$ cat config.mk
export PLATFORM = sky130hd
export DESIGN_NAME = kreg_bank
export DESIGN_NICKNAME = d
export VERILOG_FILES = /design/src/rtl/kreg_pkg.sv /design/src/rtl/kreg_slot.sv /design/src/rtl/kreg_decode.sv /design/src/rtl/kreg_alarm.sv /design/src/rtl/kreg_bank.sv
export SDC_FILE = /design/constraint.sdc
export NUM_CORES = 1
export LEC_CHECK = 0
export BUFFER_PORTS_ARGS = -buffer_cell sky130_fd_sc_hd__buf_2
export CORE_MARGIN = 4
export CORE_UTILIZATION = 49
export DETAILED_ROUTE_END_ITERATION = 8
export PLACE_DENSITY = 0.77
export SYNTH_ARGS = -nofsm -noshare
export SYNTH_HDL_FRONTEND = slang
export SYNTH_HIERARCHICAL = 1
export SYNTH_SLANG_ARGS = --single-unit
$ cat constraint.sdc
create_clock -name clk -period 4.6 [get_ports clk]
set_input_delay 0.92 -clock clk [delete_from_list [all_inputs] [get_ports clk]]
set_output_delay 0.92 -clock clk [all_outputs]
set_load 0.005 [all_outputs]
$ cat src/rtl/kreg_pkg.sv
package kreg_pkg;

    // What a write does to the lock of the addressed slot
    typedef enum logic [1:0] {
        KEY_NONE  = 2'd0,
        KEY_OPEN  = 2'd1,
        KEY_CLOSE = 2'd2,
        KEY_BAD   = 2'd3
    } key_e;

    // Fault sources collected for the alarm stage
    typedef struct packed {
        logic wfault;
        logic perr;
    } fault_t;

    function automatic key_e classify_key(input logic [7:0] k,
                                          input logic [7:0] open_code,
                                          input logic [7:0] close_code);
        if (k == 8'h00)            return KEY_NONE;
        else if (k == open_code)   return KEY_OPEN;
        else if (k == close_code)  return KEY_CLOSE;
        else                       return KEY_BAD;
    endfunction

endpackage

$ cat src/rtl/kreg_slot.sv
module kreg_slot
    import kreg_pkg::*;
#(
    parameter int             PAY_W   = 23,
    parameter logic [PAY_W-1:0] RST_VAL = '0,
    parameter bit             PAR_EN  = 1'b1
) (
    input  logic             clk,
    input  logic             rst,
    input  logic             sel,
    input  key_e             key,
    input  logic [PAY_W-1:0] wpay,
    output logic [PAY_W-1:0] pay,
    output logic             open,
    output logic             fault,
    output logic             perr
);

    logic [PAY_W-1:0] pay_q;
    logic             par_q;
    logic             open_q;
    logic             take;

    // Payload follows the lock state that held before this write
    assign take = sel && open_q && (key != KEY_BAD);

    always_ff @(posedge clk) begin
        if (rst) begin
            pay_q  <= RST_VAL;
            par_q  <= ^RST_VAL;
            open_q <= 1'b0;
        end else begin
            if (take) begin
                pay_q <= wpay;
                par_q <= ^wpay;
            end
            if (sel) begin
                case (key)
                    KEY_OPEN:  open_q <= 1'b1;
                    KEY_CLOSE: open_q <= 1'b0;
                    default:   ;
                endcase
            end
        end
    end

    assign fault = sel && ((key == KEY_BAD) || (key == KEY_NONE && !open_q));

    generate
        if (PAR_EN) begin : g_par
            assign perr = par_q ^ (^pay_q);
        end else begin : g_nopar
            assign perr = 1'b0;
        end
    endgenerate

    assign pay  = pay_q;
    assign open = open_q;

endmodule

$ cat src/rtl/kreg_decode.sv
module kreg_decode
    import kreg_pkg::*;
#(
    parameter int         N_REGS = 4,
    parameter int         ADDR_W = 4,
    parameter logic [7:0] UNLOCK = 8'hA5,
    parameter logic [7:0] LOCK   = 8'h5A
) (
    input  logic              wr_en,
    input  logic [ADDR_W-1:0] addr,
    input  logic [7:0]        key_byte,
    output logic [N_REGS-1:0] sel,
    output key_e              key,
    output logic              cmd_wr
);

    localparam int CMD_ADDR = N_REGS + 1;

    generate
        for (genvar i = 0; i < N_REGS; i++) begin : g_sel
            assign sel[i] = wr_en && (addr == ADDR_W'(i));
        end
    endgenerate

    assign key    = classify_key(key_byte, UNLOCK, LOCK);
    assign cmd_wr = wr_en && (addr == ADDR_W'(CMD_ADDR));

endmodule

$ cat src/rtl/kreg_alarm.sv
module kreg_alarm
    import kreg_pkg::*;
#(
    parameter int DATA_W = 32
) (
    input  logic              clk,
    input  logic              rst,
    input  fault_t            src,
    input  logic              cmd_wr,
    input  logic [DATA_W-1:0] cmd_data,
    output logic              alarm,
    output logic              sticky,
    output logic [DATA_W-1:0] cmd_pulse
);

    logic              evt;
    logic              alarm_q;
    logic              sticky_q;
    logic [DATA_W-1:0] cmd_q;

    assign evt = src.wfault | src.perr;

    always_ff @(posedge clk) begin
        if (rst) begin
            alarm_q  <= 1'b0;
            sticky_q <= 1'b0;
            cmd_q    <= '0;
        end else begin
            alarm_q <= evt;
            if (evt)
                sticky_q <= 1'b1;
            else if (cmd_wr && cmd_data[0])
                sticky_q <= 1'b0;
            cmd_q <= cmd_wr ? cmd_data : '0;
        end
    end

    assign alarm     = alarm_q;
    assign sticky    = sticky_q;
    assign cmd_pulse = cmd_q;

endmodule

$ cat src/rtl/kreg_bank.sv
module kreg_bank
    import kreg_pkg::*;
#(
    parameter int                DATA_W   = 32,
    parameter int                ADDR_W   = 4,
    parameter int                N_REGS   = 4,
    parameter logic [7:0]        UNLOCK   = 8'hA5,
    parameter logic [7:0]        LOCK     = 8'h5A,
    parameter logic [N_REGS-1:0] PAR_MASK = N_REGS'('b1011),
    parameter logic [DATA_W-1:0] RST_SEED = 32'h0012_3400
) (
    input  logic              clk,
    input  logic              rst,
    input  logic              wr_en,
    input  logic              rd_en,
    input  logic [ADDR_W-1:0] addr,
    input  logic [DATA_W-1:0] wdata,
    output logic [DATA_W-1:0] rdata,
    output logic              alarm,
    output logic [DATA_W-1:0] cmd_pulse
);

    localparam int PAY_W     = DATA_W - 9;
    localparam int STAT_ADDR = N_REGS;

    logic [N_REGS-1:0]            sel;
    key_e                         key;
    logic                         cmd_wr;
    logic [N_REGS-1:0][PAY_W-1:0] pay_w;
    logic [N_REGS-1:0]            open_w;
    logic [N_REGS-1:0]            fault_w;
    logic [N_REGS-1:0]            perr_w;
    logic                         perr_any;
    logic                         sticky;
    fault_t                       src;
    logic [DATA_W-1:0]            rd_word;
    logic [DATA_W-1:0]            rdata_q;

    kreg_decode #(
        .N_REGS (N_REGS),
        .ADDR_W (ADDR_W),
        .UNLOCK (UNLOCK),
        .LOCK   (LOCK)
    ) u_decode (
        .wr_en    (wr_en),
        .addr     (addr),
        .key_byte (wdata[DATA_W-1 -: 8]),
        .sel      (sel),
        .key      (key),
        .cmd_wr   (cmd_wr)
    );

    generate
        for (genvar i = 0; i < N_REGS; i++) begin : g_slot
            kreg_slot #(
                .PAY_W   (PAY_W),
                .RST_VAL (RST_SEED[PAY_W-1:0] ^ PAY_W'(i)),
                .PAR_EN  (PAR_MASK[i])
            ) u_slot (
                .clk   (clk),
                .rst   (rst),
                .sel   (sel[i]),
                .key   (key),
                .wpay  (wdata[PAY_W-1:0]),
                .pay   (pay_w[i]),
                .open  (open_w[i]),
                .fault (fault_w[i]),
                .perr  (perr_w[i])
            );
        end
    endgenerate

    assign perr_any   = |perr_w;
    assign src.wfault = |fault_w;
    assign src.perr   = perr_any;

    kreg_alarm #(
        .DATA_W (DATA_W)
    ) u_alarm (
        .clk       (clk),
        .rst       (rst),
        .src       (src),
        .cmd_wr    (cmd_wr),
        .cmd_data  (wdata),
        .alarm     (alarm),
        .sticky    (sticky),
        .cmd_pulse (cmd_pulse)
    );

    always_comb begin
        rd_word = '0;
        for (int i = 0; i < N_REGS; i++) begin
            if (addr == ADDR_W'(i))
                rd_word = {8'h00, open_w[i], pay_w[i]};
        end
        if (addr == ADDR_W'(STAT_ADDR))
            rd_word = DATA_W'(sticky);
    end

    always_ff @(posedge clk) begin
        if (rst)
            rdata_q <= '0;
        else
            rdata_q <= rd_en ? rd_word : '0;
    end

    assign rdata = rdata_q;

endmodule

==> metrics.log <==
[metrics] Top Usage Layer GRT: met2
[metrics] vias per cell: 5.19
[metrics] H-tree lvl count: 4
[metrics] post-route clock skew: 0.00823 ns
[metrics] initial detailed-routing violation count: 430
[metrics] Critical Path Start Type: input pin
[metrics] min Tclk post-route: 3.14 ns
[metrics] met3 demand-to-capacity share in global routing: 0.0423
[metrics] global-route wire length before repair: 29400 µm
[metrics] count of final max-slew check failures: 0
[metrics] input/output buffers: 96
[metrics] final worst-path cycle share: 0.683
[metrics] result of the run: finished, final reports clean
[metrics] DRC violation count after routing: 0
[metrics] path category of the worst min-delay check: flip-flop to flip-flop
[metrics] relative slew slack: 0.306
[metrics] Worst Path Required: 4.88 ns
[metrics] number of search-and-repair iterations in the first detailed-routing pass: 5
[metrics] crit-path max FO: 8
[metrics] number of buffers created by CTS: 17
[metrics] Final Hold Viols: 0
[metrics] combined area of the multi-input logic cells: 4210 µm²
[metrics] Root Buffer Master: sky130_fd_sc_hd__clkbuf_16
[metrics] die outline height: 134 µm
[metrics] Cell Pwr Density: 343 nW/µm²
[metrics] Netlist Area Pre-Place: 7750 µm²
[metrics] achievable frequency: 0.318 GHz
[metrics] number of diodes: 0
[metrics] x dimension of the die: 134 µm
[metrics] cell area after placement: 8260 µm²
[metrics] net total in the final layout: 980
[metrics] total number of yosys warnings: 6
[metrics] CTS tree: done
[metrics] all-layer global routing usage: 0.205
[metrics] maximum buffer depth of the clock tree: 2
[metrics] clock slew at the register clock pins of the worst setup and hold paths: 0.06 ns
[metrics] Setup-failing EPs final: 0
[metrics] post-synthesis cell type count: 45
[metrics] post-route standard cell area excluding fillers: 8830 µm²
[metrics] worst setup slack after layout: 1.46 ns
[metrics] Clock Sink Count: 157
[metrics] Detail Placement HPWL: 12500 µm
[metrics] full die area: 17900 µm²
[metrics] critical path capture point type: flip-flop
[metrics] count of max-cap constraint violations: 0
[metrics] synthesized instance count: 853
[metrics] drt total wl: 18300 µm
[metrics] post-synthesis to final-layout area growth: 13.9%
[metrics] met1 usage: 0.287
[metrics] largest net degree at the start of global routing: 105
[metrics] antenna violations before repair: 0
[metrics] IO Pins: 105
[metrics] Filler Cells Inserted: 1376
[metrics] share of the yosys chip area belonging to registers: 0.406
[metrics] pre-CTS WS: 1.06 ns
[metrics] number of buffers inserted by post-CTS setup repair: 0
[metrics] Final Wtd Congestion: 0.803
[metrics] initial standard-cell utilization of the core: 0.504
[metrics] insertion delay to the later sink of the worst-skew pair: 0.42 ns
[metrics] Worst Max-Slew Pin Slew: 1.04 ns
[metrics] Setup Crit Path Kind: input pin to flip-flop
[metrics] Leakage: 3.59 nW
[metrics] core area: 15400 µm²
[metrics] average cell area after synthesis: 9.09 µm²
[metrics] fraction of met2 tracks used by global routing: 0.323
[metrics] Reg area: 3140 µm²
[metrics] DR WL/cell: 15.9 µm
[metrics] data arrival time of the critical path: 3.43 ns
[metrics] floorplan row count: 45
[metrics] final antenna-violating net count: 0
[metrics] unrepaired setup endpoints after global routing: false
[metrics] share of final-layout standard cells stronger than drive strength 1: 0.174
[metrics] vias in the first global route: 5668
[metrics] maximum resistive drop on vdd: 0.252 mV
[metrics] count of hold buffers inserted by post-cts repair: 0
[metrics] synthesized flop and latch total: 157
[metrics] sum of negative setup slack: 0 ns
[metrics] vias after detailed routing: 5971
[metrics] global-route congestion overflow total: 0
[metrics] post-CTS sizing: 0
==> logic make-up after synthesis <==
family | count (synthesis) | share of synthesized area
AOI/OAI and AO/OA | 114 | 0.0923
xor gates and xnor gates | 129 | 0.158
adders and majority gates | 12 | 0.0194
buffers and inverters | 78 | 0.0547
DFF | 157 | 0.406
muxes | 53 | 0.0686
other | 2 | 0.000969
and+or+nand+nor | 308 | 0.201
==> report_power, final <==
part | internal [mW] | switching [mW] | total (mW)
clock network | 0.833 | 0.527 | 1.36
logic | 0.143 | 0.161 | 0.304
registers | 1.36 | 0.00125 | 1.37
total | 2.34 | 0.689 | 3.03
==> Yosys cell counts <==
cell / n / area (µm²)
sky130_fd_sc_hd__o21ai_1: 2 / 10.0
sky130_fd_sc_hd__ha_1: 12 / 150
sky130_fd_sc_hd__nand2_1: 149 / 559
sky130_fd_sc_hd__mux2_2: 1 / 11.3
sky130_fd_sc_hd__o22a_1: 14 / 123
sky130_fd_sc_hd__and2_2: 21 / 158
sky130_fd_sc_hd__o211ai_2: 1 / 12.5
sky130_fd_sc_hd__buf_12: 2 / 40.0
sky130_fd_sc_hd__nor2b_1: 3 / 18.8
sky130_fd_sc_hd__or4_1: 2 / 15.0
sky130_fd_sc_hd__nand3b_1: 23 / 173
sky130_fd_sc_hd__nand2b_1: 44 / 275
sky130_fd_sc_hd__or3b_4: 1 / 11.3
sky130_fd_sc_hd__a21oi_1: 67 / 335
sky130_fd_sc_hd__nor4b_1: 1 / 8.76
sky130_fd_sc_hd__o21a_1: 4 / 30.0
sky130_fd_sc_hd__conb_1: 2 / 7.51
sky130_fd_sc_hd__nand3_1: 1 / 5.00
sky130_fd_sc_hd__nor3_1: 8 / 40.0
sky130_fd_sc_hd__and2_1: 11 / 68.8
sky130_fd_sc_hd__a311oi_1: 4 / 35.0
sky130_fd_sc_hd__xnor2_1: 103 / 902
sky130_fd_sc_hd__inv_1: 21 / 78.8
sky130_fd_sc_hd__a21bo_2: 1 / 10.0
sky130_fd_sc_hd__xnor2_2: 3 / 48.8
sky130_fd_sc_hd__nor2_1: 30 / 113
sky130_fd_sc_hd__or2_1: 1 / 6.26
sky130_fd_sc_hd__and4_1: 2 / 17.5
sky130_fd_sc_hd__or3_1: 1 / 6.26
sky130_fd_sc_hd__xnor3_1: 5 / 113
sky130_fd_sc_hd__nor2b_4: 1 / 13.8
sky130_fd_sc_hd__and3b_1: 4 / 35.0
sky130_fd_sc_hd__buf_4: 9 / 67.6
sky130_fd_sc_hd__buf_2: 10 / 50.1
sky130_fd_sc_hd__and3_1: 2 / 12.5
sky130_fd_sc_hd__xor2_1: 18 / 158
sky130_fd_sc_hd__o311ai_4: 1 / 26.3
sky130_fd_sc_hd__dfxtp_1: 157 / 3140
sky130_fd_sc_hd__nor4_1: 2 / 12.5
sky130_fd_sc_hd__buf_6: 7 / 78.8
sky130_fd_sc_hd__o21ai_0: 11 / 55.1
sky130_fd_sc_hd__mux2i_1: 52 / 521
sky130_fd_sc_hd__and2b_1: 1 / 7.51
sky130_fd_sc_hd__o2111ai_1: 9 / 78.8
sky130_fd_sc_hd__clkbuf_1: 29 / 109
==> placed cells by master, fill, tap and decap left out, types with 3 or more instances in the layout <==
cell type,synthesis,layout
sky130_fd_sc_hd__clkbuf_8,0,3
sky130_fd_sc_hd__dfxtp_1,157,157
sky130_fd_sc_hd__ha_1,12,12
sky130_fd_sc_hd__and2_2,21,21
sky130_fd_sc_hd__o21ai_0,11,11
sky130_fd_sc_hd__nor2_1,30,30
sky130_fd_sc_hd__inv_1,21,21
sky130_fd_sc_hd__o2111ai_1,9,9
sky130_fd_sc_hd__mux2i_1,52,52
sky130_fd_sc_hd__clkbuf_1,29,3
sky130_fd_sc_hd__o22a_1,14,14
sky130_fd_sc_hd__o21a_1,4,4
sky130_fd_sc_hd__nor3_1,8,8
sky130_fd_sc_hd__nand2_1,149,149
sky130_fd_sc_hd__nand3b_1,23,23
sky130_fd_sc_hd__nand2b_1,44,44
sky130_fd_sc_hd__a311oi_1,4,4
sky130_fd_sc_hd__and2_1,11,11
sky130_fd_sc_hd__xnor2_2,3,3
sky130_fd_sc_hd__xor2_1,18,18
sky130_fd_sc_hd__clkbuf_16,0,17
sky130_fd_sc_hd__xnor2_1,103,103
sky130_fd_sc_hd__xnor3_1,5,5
sky130_fd_sc_hd__nor2b_1,3,3
sky130_fd_sc_hd__buf_4,9,9
sky130_fd_sc_hd__clkinv_2,0,6
sky130_fd_sc_hd__buf_2,10,96
sky130_fd_sc_hd__a21oi_1,67,67
sky130_fd_sc_hd__and3b_1,4,4
sky130_fd_sc_hd__conb_1,2,9
==> worst paths after layout <==
check	start	end	slack, ns	cells after the start
max	wdata[27]	u_alarm/sticky	1.46	10
min	g_slot[2].u_slot/pay[22]	g_slot[2].u_slot/pay[22]	0.48	2
max reg2reg	g_slot[0].u_slot/pay[0]	u_alarm/sticky	2.39	8
min reg2reg	g_slot[2].u_slot/pay[22]	g_slot[2].u_slot/pay[22]	0.48	2
==> through the flow <==
stage / hold WS [ns] / total power [mW] / utilization / std cells
finish: 0.475 / 3.03 / 0.575 / 1151
global route: 0.497 / 3.12 / 0.575 / 1151
CTS: 0.472 / 3.05 / 0.575 / 1151
detailed placement: 0.461 / 1.70 / 0.538 / 1120
global placement: 0.455 / 1.70 / 0.538 / 1120
floorplan: 0.444 / 1.61 / - / 860
==> area by class of cell <==
class | instances | share of cell area
Tap cell | 211 | 0.0299
Sequential cell | 157 | 0.356
Clock buffer | 23 | 0.0541
Multi-Input combinational cell | 625 | 0.477
Timing Repair Buffer | 106 | 0.0643
Inverter | 21 | 0.00893
Clock inverter | 8 | 0.0102
==> registers in the layout (all words and copies together) (netlist names) <==
register,flops
u_alarm/sticky,1
u_alarm/cmd_pulse,32
g_slot.u_slot/open,4
rdata,24
u_alarm/alarm,1
g_slot.u_slot/par_q,3
g_slot.u_slot/pay,92
==> routing by layer <==
layer,wire [µm],up-vias
li1,-,2932
met1,8670,2841
met2,8380,180
met3,1060,18
met4,208,0
met5,0,-
==> worst max-delay path, stage by stage <==
cell,delay [ns]
sky130_fd_sc_hd__buf_2,0.11
sky130_fd_sc_hd__and4_1,0.18
sky130_fd_sc_hd__o21ai_0,0.77
sky130_fd_sc_hd__inv_1,0.18
sky130_fd_sc_hd__ha_1,0.24
sky130_fd_sc_hd__nor2b_1,0.12
sky130_fd_sc_hd__o21a_1,0.17
sky130_fd_sc_hd__or4_1,0.51
sky130_fd_sc_hd__nor2_1,0.13
sky130_fd_sc_hd__a21oi_1,0.08
(Power assumes the default switching activity.)
